File: src/rtl/irq_router_pkg.sv
package irq_router_pkg;

   typedef enum logic [1:0] {
      MAP_PASS   = 2'd0,
      MAP_BRIDGE = 2'd1,
      MAP_FIXED  = 2'd2,
      MAP_ROTATE = 2'd3
   } map_kind_e;

   typedef struct packed {
      logic pulse;
      logic level;
   } line_cfg_t;

endpackage

File: src/rtl/irq_slot_map.sv
module irq_slot_map
   import irq_router_pkg::*;
#(
   parameter int SLOT_W      = 5,
   parameter int PIN_W       = 2,
   parameter int NUM_W       = 8,
   parameter int IRQ_BASE    = 32,
   parameter int SB_SLOT     = 5,
   parameter int GFX_SLOT    = 6,
   parameter int NIC_SLOT    = 7,
   parameter int GFX_LINE    = 4,
   parameter int NIC_LINE    = 5,
   parameter int ADDIN_FIRST = 8,
   parameter int ADDIN_LAST  = 12,
   parameter int ADDIN_LINE0 = 6
) (
   input  logic [SLOT_W-1:0] slot_i,
   input  logic [PIN_W-1:0]  pin_i,
   output map_kind_e         kind_o,
   output logic [NUM_W-1:0]  num_o
);
   localparam logic [NUM_W-1:0] BASE_N   = NUM_W'(IRQ_BASE);
   localparam logic [NUM_W-1:0] GFX_N    = NUM_W'(IRQ_BASE + GFX_LINE);
   localparam logic [NUM_W-1:0] NIC_N    = NUM_W'(IRQ_BASE + NIC_LINE);
   localparam logic [NUM_W-1:0] ROT_OFS  = NUM_W'(IRQ_BASE + ADDIN_LINE0);
   localparam logic [NUM_W-1:0] ROT_FST  = NUM_W'(ADDIN_FIRST);

   generate
      if (NUM_W < SLOT_W) begin : g_bad_num_w
         $error("NUM_W must cover the slot width");
      end
      if (PIN_W < 2) begin : g_bad_pin_w
         $error("PIN_W must hold four pin codes");
      end
      if (ADDIN_LAST < ADDIN_FIRST) begin : g_bad_addin
         $error("add-in slot range is empty");
      end
   endgenerate

   logic [NUM_W-1:0] slot_n;
   logic [NUM_W-1:0] pin_n;
   logic [NUM_W-1:0] pin_mod4;

   assign slot_n   = NUM_W'(slot_i);
   assign pin_n    = NUM_W'(pin_i);
   assign pin_mod4 = NUM_W'(pin_i[1:0]);

   always_comb begin
      kind_o = MAP_PASS;
      if (slot_i == SLOT_W'(SB_SLOT)) begin
         kind_o = MAP_BRIDGE;
      end else if ((slot_i == SLOT_W'(GFX_SLOT)) || (slot_i == SLOT_W'(NIC_SLOT))) begin
         kind_o = MAP_FIXED;
      end else if ((slot_i >= SLOT_W'(ADDIN_FIRST)) && (slot_i <= SLOT_W'(ADDIN_LAST))) begin
         kind_o = MAP_ROTATE;
      end
   end

   always_comb begin
      unique case (kind_o)
         MAP_BRIDGE: num_o = BASE_N + pin_mod4;
         MAP_FIXED:  num_o = (slot_i == SLOT_W'(GFX_SLOT)) ? GFX_N : NIC_N;
         MAP_ROTATE: num_o = slot_n - ROT_FST + pin_n + ROT_OFS;
         default:    num_o = pin_n;
      endcase
   end

endmodule

File: src/rtl/irq_line_select.sv
module irq_line_select
   import irq_router_pkg::*;
#(
   parameter int NUM_W    = 8,
   parameter int IRQ_BASE = 32,
   parameter int LINE_CNT = 32
) (
   input  logic [NUM_W-1:0]    num_i,
   input  logic [LINE_CNT-1:0] trig_mode_i,
   input  logic [LINE_CNT-1:0] polarity_i,
   output line_cfg_t           cfg_o
);
   localparam int LINE_W = (LINE_CNT > 1) ? $clog2(LINE_CNT) : 1;
   localparam logic [NUM_W:0] BASE_X = (NUM_W+1)'(IRQ_BASE);
   localparam logic [NUM_W:0] CNT_X  = (NUM_W+1)'(LINE_CNT);

   generate
      if (LINE_CNT < 2) begin : g_bad_cnt
         $error("LINE_CNT must be at least 2");
      end
      if (IRQ_BASE + LINE_CNT > (1 << NUM_W)) begin : g_bad_range
         $error("line range does not fit the number width");
      end
   endgenerate

   logic [NUM_W:0]    ofs;
   logic              in_range;
   logic [LINE_W-1:0] idx;

   assign ofs = {1'b0, num_i} - BASE_X;

   generate
      if (LINE_CNT == (1 << LINE_W)) begin : g_pow2
         assign in_range = ({1'b0, num_i} >= BASE_X) && (ofs[NUM_W:LINE_W] == '0);
      end else begin : g_npow2
         assign in_range = ({1'b0, num_i} >= BASE_X) && (ofs < CNT_X);
      end
   endgenerate

   assign idx = ofs[LINE_W-1:0];

   always_comb begin
      cfg_o = '0;
      if (in_range) begin
         cfg_o.pulse = trig_mode_i[idx];
         cfg_o.level = polarity_i[idx];
      end
   end

endmodule

File: src/rtl/irq_upstream_drive.sv
module irq_upstream_drive
   import irq_router_pkg::*;
(
   input  logic      clk,
   input  logic      rst_n,
   input  logic      event_i,
   input  line_cfg_t cfg_i,
   output logic      irq_o
);
   logic irq_q;
   logic pulse_q;

   always_ff @(posedge clk) begin
      if (!rst_n) begin
         irq_q   <= 1'b0;
         pulse_q <= 1'b0;
      end else if (event_i) begin
         irq_q   <= cfg_i.pulse ? 1'b1 : cfg_i.level;
         pulse_q <= cfg_i.pulse;
      end else if (pulse_q) begin
         irq_q   <= 1'b0;
         pulse_q <= 1'b0;
      end
   end

   assign irq_o = irq_q;

   AST_EDGE_RISE: assert property (@(posedge clk) disable iff (!rst_n)
      event_i && cfg_i.pulse |=> irq_o);
   AST_EDGE_FALL: assert property (@(posedge clk) disable iff (!rst_n)
      !event_i && $past(event_i && cfg_i.pulse) |=> !irq_o);
   AST_LEVEL_SET: assert property (@(posedge clk) disable iff (!rst_n)
      event_i && !cfg_i.pulse |=> irq_o == $past(cfg_i.level));
   AST_LEVEL_HOLD: assert property (@(posedge clk) disable iff (!rst_n)
      !event_i && !$past(event_i && cfg_i.pulse) |=> $stable(irq_o));

endmodule

File: src/rtl/irq_slot_router.sv
module irq_slot_router
   import irq_router_pkg::*;
#(
   parameter int SLOT_W      = 5,
   parameter int PIN_W       = 2,
   parameter int NUM_W       = 8,
   parameter int IRQ_BASE    = 32,
   parameter int LINE_CNT    = 32,
   parameter int SB_SLOT     = 5,
   parameter int GFX_SLOT    = 6,
   parameter int NIC_SLOT    = 7,
   parameter int GFX_LINE    = 4,
   parameter int NIC_LINE    = 5,
   parameter int ADDIN_FIRST = 8,
   parameter int ADDIN_LAST  = 12,
   parameter int ADDIN_LINE0 = 6
) (
   input  logic                clk,
   input  logic                rst_n,
   input  logic [SLOT_W-1:0]   slot_i,
   input  logic [PIN_W-1:0]    pin_i,
   input  logic                event_i,
   input  logic [LINE_CNT-1:0] trig_mode_i,
   input  logic [LINE_CNT-1:0] polarity_i,
   output logic [NUM_W-1:0]    irq_num_o,
   output logic                irq_o
);
   map_kind_e kind;
   line_cfg_t cfg;

   irq_slot_map #(
      .SLOT_W(SLOT_W), .PIN_W(PIN_W), .NUM_W(NUM_W), .IRQ_BASE(IRQ_BASE),
      .SB_SLOT(SB_SLOT), .GFX_SLOT(GFX_SLOT), .NIC_SLOT(NIC_SLOT),
      .GFX_LINE(GFX_LINE), .NIC_LINE(NIC_LINE),
      .ADDIN_FIRST(ADDIN_FIRST), .ADDIN_LAST(ADDIN_LAST), .ADDIN_LINE0(ADDIN_LINE0)
   ) u_map (
      .slot_i(slot_i),
      .pin_i (pin_i),
      .kind_o(kind),
      .num_o (irq_num_o)
   );

   irq_line_select #(
      .NUM_W(NUM_W), .IRQ_BASE(IRQ_BASE), .LINE_CNT(LINE_CNT)
   ) u_sel (
      .num_i      (irq_num_o),
      .trig_mode_i(trig_mode_i),
      .polarity_i (polarity_i),
      .cfg_o      (cfg)
   );

   irq_upstream_drive u_drv (
      .clk    (clk),
      .rst_n  (rst_n),
      .event_i(event_i),
      .cfg_i  (cfg),
      .irq_o  (irq_o)
   );

   AST_GFX_FIXED: assert property (@(posedge clk) disable iff (!rst_n)
      slot_i == SLOT_W'(GFX_SLOT) |-> irq_num_o == NUM_W'(IRQ_BASE + GFX_LINE));
   AST_BRIDGE_SPAN: assert property (@(posedge clk) disable iff (!rst_n)
      kind == MAP_BRIDGE |-> (irq_num_o >= NUM_W'(IRQ_BASE)) && (irq_num_o < NUM_W'(IRQ_BASE + 4)));
   AST_PASS_LOW: assert property (@(posedge clk) disable iff (!rst_n)
      kind == MAP_PASS |-> irq_num_o < NUM_W'(4));
   AST_OUTSIDE_QUIET: assert property (@(posedge clk) disable iff (!rst_n)
      event_i && (irq_num_o < NUM_W'(IRQ_BASE)) |=> !irq_o);
   AST_RESET_LOW: assert property (@(posedge clk)
      !rst_n |=> !irq_o);

endmodule

File: config.mk
export PLATFORM = sky130hd
export DESIGN_NAME = irq_slot_router
export DESIGN_NICKNAME = d
export VERILOG_FILES = /design/src/rtl/irq_router_pkg.sv /design/src/rtl/irq_slot_map.sv /design/src/rtl/irq_line_select.sv /design/src/rtl/irq_upstream_drive.sv /design/src/rtl/irq_slot_router.sv
export SDC_FILE = /design/constraint.sdc
export NUM_CORES = 1
export LEC_CHECK = 0
export ABC_AREA = 1
export BUFFER_PORTS_ARGS = -buffer_cell sky130_fd_sc_hd__buf_2
export CELL_PAD_IN_SITES_DETAIL_PLACEMENT = 1
export CELL_PAD_IN_SITES_GLOBAL_PLACEMENT = 2
export CORE_MARGIN = 1.5
export CORE_UTILIZATION = 17
export DETAILED_ROUTE_END_ITERATION = 16
export HOLD_SLACK_MARGIN = 0.03
export PLACE_DENSITY = 0.84
export SYNTH_ARGS = -nofsm -noshare
export SYNTH_HDL_FRONTEND = slang
export SYNTH_SLANG_ARGS = --single-unit
File: constraint.sdc
create_clock -name clk -period 2.5 [get_ports clk]
set_input_delay 0.5 -clock clk [delete_from_list [all_inputs] [get_ports clk]]
set_output_delay 0.5 -clock clk [all_outputs]
set_load 0.01 [all_outputs]
# Yosys cells after proc, flatten, opt, wreduce, memory -nomap -nowiden
# Cells that the tools add are included.
[totals]
out_inout_bits = 9
input_bits = 74
regBits = 2
word_cells = 36
[classes]
n_eq_ne = 6
n_lt_le_gt_ge = 4
n_reduce_logical = 6
n_addsub = 5
muxes = 13
[op_table]
columns = ["op", "n"]
rows = [
  ["one-hot mux 8 bit (3 select lines)", 1],
  ["equality test 5 x 3 -> 1 bit (second input constant)", 3],
  ["binary-select mux 1 bit (select 5 bit)", 2],
  ["subtractor 8 x 6 -> 9 bit (second input constant)", 1],
  ["adder 8 x 2 -> 8 bit", 1],
  ["adder 8 x 6 -> 8 bit (second input constant)", 1],
  [">= comparator 8 x 6 -> 1 bit (second input constant)", 1],
  ["two-way mux 2 bit", 4],
  ["adder 6 x 2 -> 7 bit (first input constant)", 1],
  ["less-than comparator 5 x 6 -> 1 bit (second input constant)", 1],
  ["two-way mux 1 bit", 6],
  ["subtractor 5 x 4 -> 6 bit (second input constant)", 1],
  [">= comparator 5 x 4 -> 1 bit (second input constant)", 1],
  ["less-or-equal comparator 5 x 4 -> 1 bit (second input constant)", 1],
  ["equality test 2 bit (second input constant)", 2],
  ["logical NOT 4 bit", 1],
  ["equality test 2 x 1 -> 1 bit (second input constant)", 1],
  ["logical AND 1 bit", 2],
  ["AND reduction 2 bit", 1],
  ["nonzero test 2 bit", 1],
  ["logical OR 1 bit", 1],
]

# Logic depth before layout (Yosys ltp)
[depth]
depth_word = 13
mapped_depth = 21
depth_no_buf = 21

# By module
# From an unflattened synthesis, not the netlist that was laid out.
[unflattened]
hier_cells = 249
area_unflattened_um2 = 1315.0
[modules_own_cells]
columns = ["mod", "seq_area_each_um2", "n_inst", "area_per_inst_um2", "cells_per_inst"]
rows = [
  ["irq_line_select", 0.0, 1, 793.3, 166],
  ["irq_slot_map", 0.0, 1, 432.9, 68],
  ["irq_upstream_drive", 40.0, 1, 88.8, 15],
]

# Worst setup path after synthesis
# No wires, ideal clock.
[synth_path]
path_type = "input -> register"
startpoint = "input slot_i[1]"
endpoint = "register u_drv.irq_q, in the netlist u_drv.irq_o"
n_path_buf = 0
path_slack_ns = -0.084
arrival_ns = 2.470
setup_ns = 0.114
stages = 16
required_time_ns = 2.386
cell_sequence = "inv_1 ha_1 inv_1 ha_1 fa_1 nand4_1 nand2_1 inv_1 nand3_1 nand3_1 nand3_1 nand2_1 nand2_1 nand2_1 nand2_1 nand2_1"
[synth_between]
elab_chain_len = 13
elab_cells_between_ends = 29
cone_classes = "add/sub: 4; order compare: 3; eq/ne: 6; mux: 12; reduce/logical: 4"
[synth_lines]
columns = ["item", "line_no", "text"]
rows = [
  ["start, declared", "irq_slot_router.sv:20", "input logic [SLOT_W-1:0] slot_i,"],
  ["parallel branches: the longest is 6 deep, another holds adder 8 x 2 -> 8 bit", "--", ""],
  ["one-hot mux 8 bit (3 select lines) (*)", "irq_slot_map.sv:60", "unique case (kind_o)"],
  ["via irq_num_o[2]", "irq_slot_router.sv:25", "output logic [NUM_W-1:0] irq_num_o,"],
  ["subtractor 8 x 6 -> 9 bit", "irq_line_select.sv:30", "assign ofs = {1'b0, num_i} - BASE_X;"],
  ["binary-select mux 1 bit (select 5 bit), or another cell as far along", "irq_line_select.sv:46", "cfg_o.level = polarity_i[idx];"],
  ["two-way mux 1 bit (not written as such), or another cell as far along", "irq_line_select.sv:46", ""],
  ["two-way mux 2 bit (*)", "irq_line_select.sv:44", "if (in_range) begin"],
  ["two-way mux 1 bit (*)", "irq_upstream_drive.sv:18", "irq_q <= cfg_i.pulse ? 1'b1 : cfg_i.level;"],
  ["two-way mux 1 bit (*)", "irq_upstream_drive.sv:17", "end else if (event_i) begin"],
  ["end signal, assigned", "irq_upstream_drive.sv:18", ""],
  ["end, declared", "irq_upstream_drive.sv:10", "logic irq_q;"],
]
# Mark *: on every way through the listed nets, which the timed path passes. The select of a mux whose other input is x is not followed.
# A chain may end at the register's enable or synchronous reset.

# Final worst setup path
[layout_path]
startpoint = "input slot_i[1]"
endpoint = "output irq_num_o[2]"
[layout_between]
elab_chain_len = 7
elab_cells_between_ends = 17
cone_classes = "add/sub: 3; order compare: 2; eq/ne: 6; mux: 4; reduce/logical: 2"
[layout_lines]
columns = ["item", "line_no"]
rows = [
  ["parallel branches: the longest is 6 deep, another holds adder 8 x 2 -> 8 bit", "--"],
  ["one-hot mux 8 bit (3 select lines) (*)", "irq_slot_map.sv:60"],
  ["end, declared", "irq_slot_router.sv:25"],
]
# Every way passes the cells marked *.

==> flow_metrics.env <==
export IMPL_status="complete, but fails checks"
export IMPL_violations="negative setup slack"
export IMPL_crit_type="input pin to output pin"
export IMPL_ir_worst_vdd_mv=0.0910
export IMPL_placedCellCount=412
export IMPL_max_freq_ghz=0.399
export IMPL_ys_types=26
export IMPL_final_area_sq_um=2110
export IMPL_grt_max_degree=19
export IMPL_ioPinCount=83
export IMPL_stdcell_count=422
export IMPL_start_util=0.179
export IMPL_final_nets=413
export IMPL_die_area_sq_um=7810
export IMPL_clkTransAtPathRegs_ps=30
export IMPL_drtIter0Drc=56
export IMPL_yosys_area_share_simple=0.686
export IMPL_cp_data_arrival_time_ps=2000
export IMPL_r2r_cells=5
export IMPL_worstPathMaxFanout=3
export IMPL_wl_per_cell_um=12.7
export IMPL_min_from="rst_n"
export IMPL_post_route_util=0.305
export IMPL_rsz0062_at_grt="yes"
export IMPL_synthesis_nets=308
export IMPL_synth_area_sq_um=1240
export IMPL_die_h_um=88.4
export IMPL_synth_top_family_by_area="simple AND/OR/NAND/NOR gates"
export IMPL_reg2reg_slack_ps=1850
export IMPL_power_mw=0.686
export IMPL_post_route_period_util=1.00
export IMPL_ys_warn_count=0
export IMPL_cts_sinks=2
export IMPL_placed_cell_area_sq_um=1880
export IMPL_finalHoldViolations=0
export IMPL_coreArea_sq_um=6910
export IMPL_worst_slack_ps=-3.99
export IMPL_viasPerCell=4.37
export IMPL_fin_worst_hold_slack_ps=521
export IMPL_dpl_hpwl_um=4400
export IMPL_gp_congestion=0.881
export IMPL_grt_pass1_wl_um=8590
export IMPL_dr_pass1_iters=4
export IMPL_startpoint="slot_i[1]"
export IMPL_cts_max_level=1
export IMPL_mostFrequentLayoutCell="buf_2"
export IMPL_start_kind="input pin"
export IMPL_finalSetupViolCount=1
export IMPL_cts_root_buf="clkbuf_8"
export IMPL_antenna_found_initial=0
export IMPL_cap_violations=0
export IMPL_remaining_drc_errors=0
export IMPL_post_place_ws_ps=-222
export IMPL_timing_setup_tns_ps=-3.99
export IMPL_p_per_area_nw_per_um2=325
export IMPL_r2r_start="u_drv.pulse_q$_SDFF_PN0_"
export IMPL_final_cell_mix="buf_2 (77), nand3_1 (71), nand2_1 (65)"
export IMPL_die_w_um=88.4
export IMPL_fin_crit_ps=2500
export IMPL_via_count=1846
export IMPL_cts_buffer_depth=2
export IMPL_ys_seq_elements=2
export IMPL_nFillCells=941
export IMPL_grtUsageTotal=0.137
export IMPL_portBuffers=81
export IMPL_cts_buffers=3
export IMPL_synth_compound_area_frac=0.0121
export IMPL_grt_overflow_total=0
export IMPL_power_leakage_nw=1.15
export IMPL_num_antenna_cells=0
export IMPL_layout_drive_gt1_share=0.466
export IMPL_ys_seq_area_frac=0.0323
export IMPL_synth_cells=223
export IMPL_hold_class="input pin to flip-flop"
export IMPL_hold_end="u_drv.irq_o$_SDFFE_PN0P_"
export IMPL_drv_slew=0
export IMPL_avgSynthCellArea_sq_um=5.55
export IMPL_critPathRequiredTime_ps=2000
export IMPL_cts_tree="yes"
export IMPL_fin_skew_ps=0.686
export IMPL_syn2layout_area_growth_pct=70.1
export IMPL_antenna_left=0
export IMPL_synth_fa_ha_area_frac=0.117
export IMPL_row_count=30
export IMPL_cp_end_kind="output pin"
export IMPL_grt_pass1_vias=1991
export IMPL_rr_endpoint="u_drv.irq_o$_SDFFE_PN0P_"
export IMPL_hold_depth=3
export IMPL_clk_latency_ps=210
export IMPL_synth_xor_xnor_area_share=0.0141
export IMPL_routed_wl_um=5360
export IMPL_synthMuxAreaShare=0
export IMPL_hold_buffers=0
-- synthesized netlist by cell type --
cell type,count,share of area
dfxtp_1,2,0.032
buf_6,4,0.036
nand2_2,5,0.025
inv_2,2,0.0061
nand3_1,80,0.32
fa_1,1,0.016
inv_1,18,0.055
o21ai_0,1,0.0040
nand2_8,1,0.016
nand4_1,3,0.015
buf_2,1,0.0040
ha_1,10,0.10
a21oi_1,2,0.0081
nand2_1,67,0.20
nand3b_1,1,0.0061
inv_4,2,0.010
nor2_2,2,0.010
xor2_1,1,0.0071
nand2_4,2,0.018
and2_1,1,0.0051
xnor2_1,1,0.0071
nor2_1,5,0.015
buf_4,4,0.024
nor3_2,1,0.0081
nand3_2,5,0.040
conb_1,1,0.0030
-- final cells by class --
class                   count  area, sq um  area share
multi-input cells         190         1110       0.529
repair buffers            109          692       0.328
flip-flops and latches      2         40.0      0.0190
inverters                  22         98.8      0.0469
clock buffers               3         41.3      0.0196
well taps                  96          120      0.0570
-- power breakdown --
| group | total [mW] | internal, mW | switching, mW | leakage (nW) |
|---|---|---|---|---|
| combinational | 0.524 | 0.241 | 0.283 | 1.12 |
| clock | 0.126 | 0.102 | 0.0242 | 0.0216 |
| sequential | 0.0362 | 0.0351 | 0.00107 | 0.0163 |
-- per-layer routing --
layer | vias to the layer above | track usage | wire length [um] | share of wire
li1 | 947 | - | - | -
met1 | 839 | 0.155 | 2280 | 0.42
met2 | 55 | 0.273 | 2740 | 0.51
met3 | 5 | 0.0103 | 293 | 0.055
met4 | 0 | 0.0355 | 51 | 0.0095
met5 | - | 0 | 0 | 0
-- worst max-delay path: stages --
cell and delay (ps):
buf_8 80, inv_4 30, ha_4 250, inv_2 40, ha_4 150, fa_2 510
nand4_1 110, nand2_2 120, buf_6 130, buf_6 100
-- sequential cells by signal, indices dropped and copies added, names as in the netlist --
register / flops
u_drv.irq_o: 1
u_drv.pulse_q: 1
-- worst max-delay path by stage --
stage	endpoint	slack, ps	cells after the start
floorplan	u_drv.irq_o$_SDFFE_PN0P_	20	16
global placement	u_drv.irq_o$_SDFFE_PN0P_	-150	17
detailed placement	u_drv.irq_o$_SDFFE_PN0P_	-220	17
CTS	irq_num_o[2]	-30	10
global route	u_drv.irq_o$_SDFFE_PN0P_	-120	18
finish	irq_num_o[2]	-4	10
-- logic make-up after synthesis --
logic type | count (synthesis)
AND/OR/NAND/NOR | 173
buffers and inverters | 31
adder cells (fa/ha/maj) | 11
AO/OA/AOI/OAI | 3
XOR/XNOR | 2
flip-flops | 2
other | 1
-- what timing repair did --
| item | CTS | global route |
|---|---|---|
| pin swaps | 7 | 12 |
| setup buffers | 7 | 1 |
| setup endpoints to repair | 6 | 7 |
| resized for setup | 17 | 17 |
Note: power is estimated with default switching activity, not from simulation.
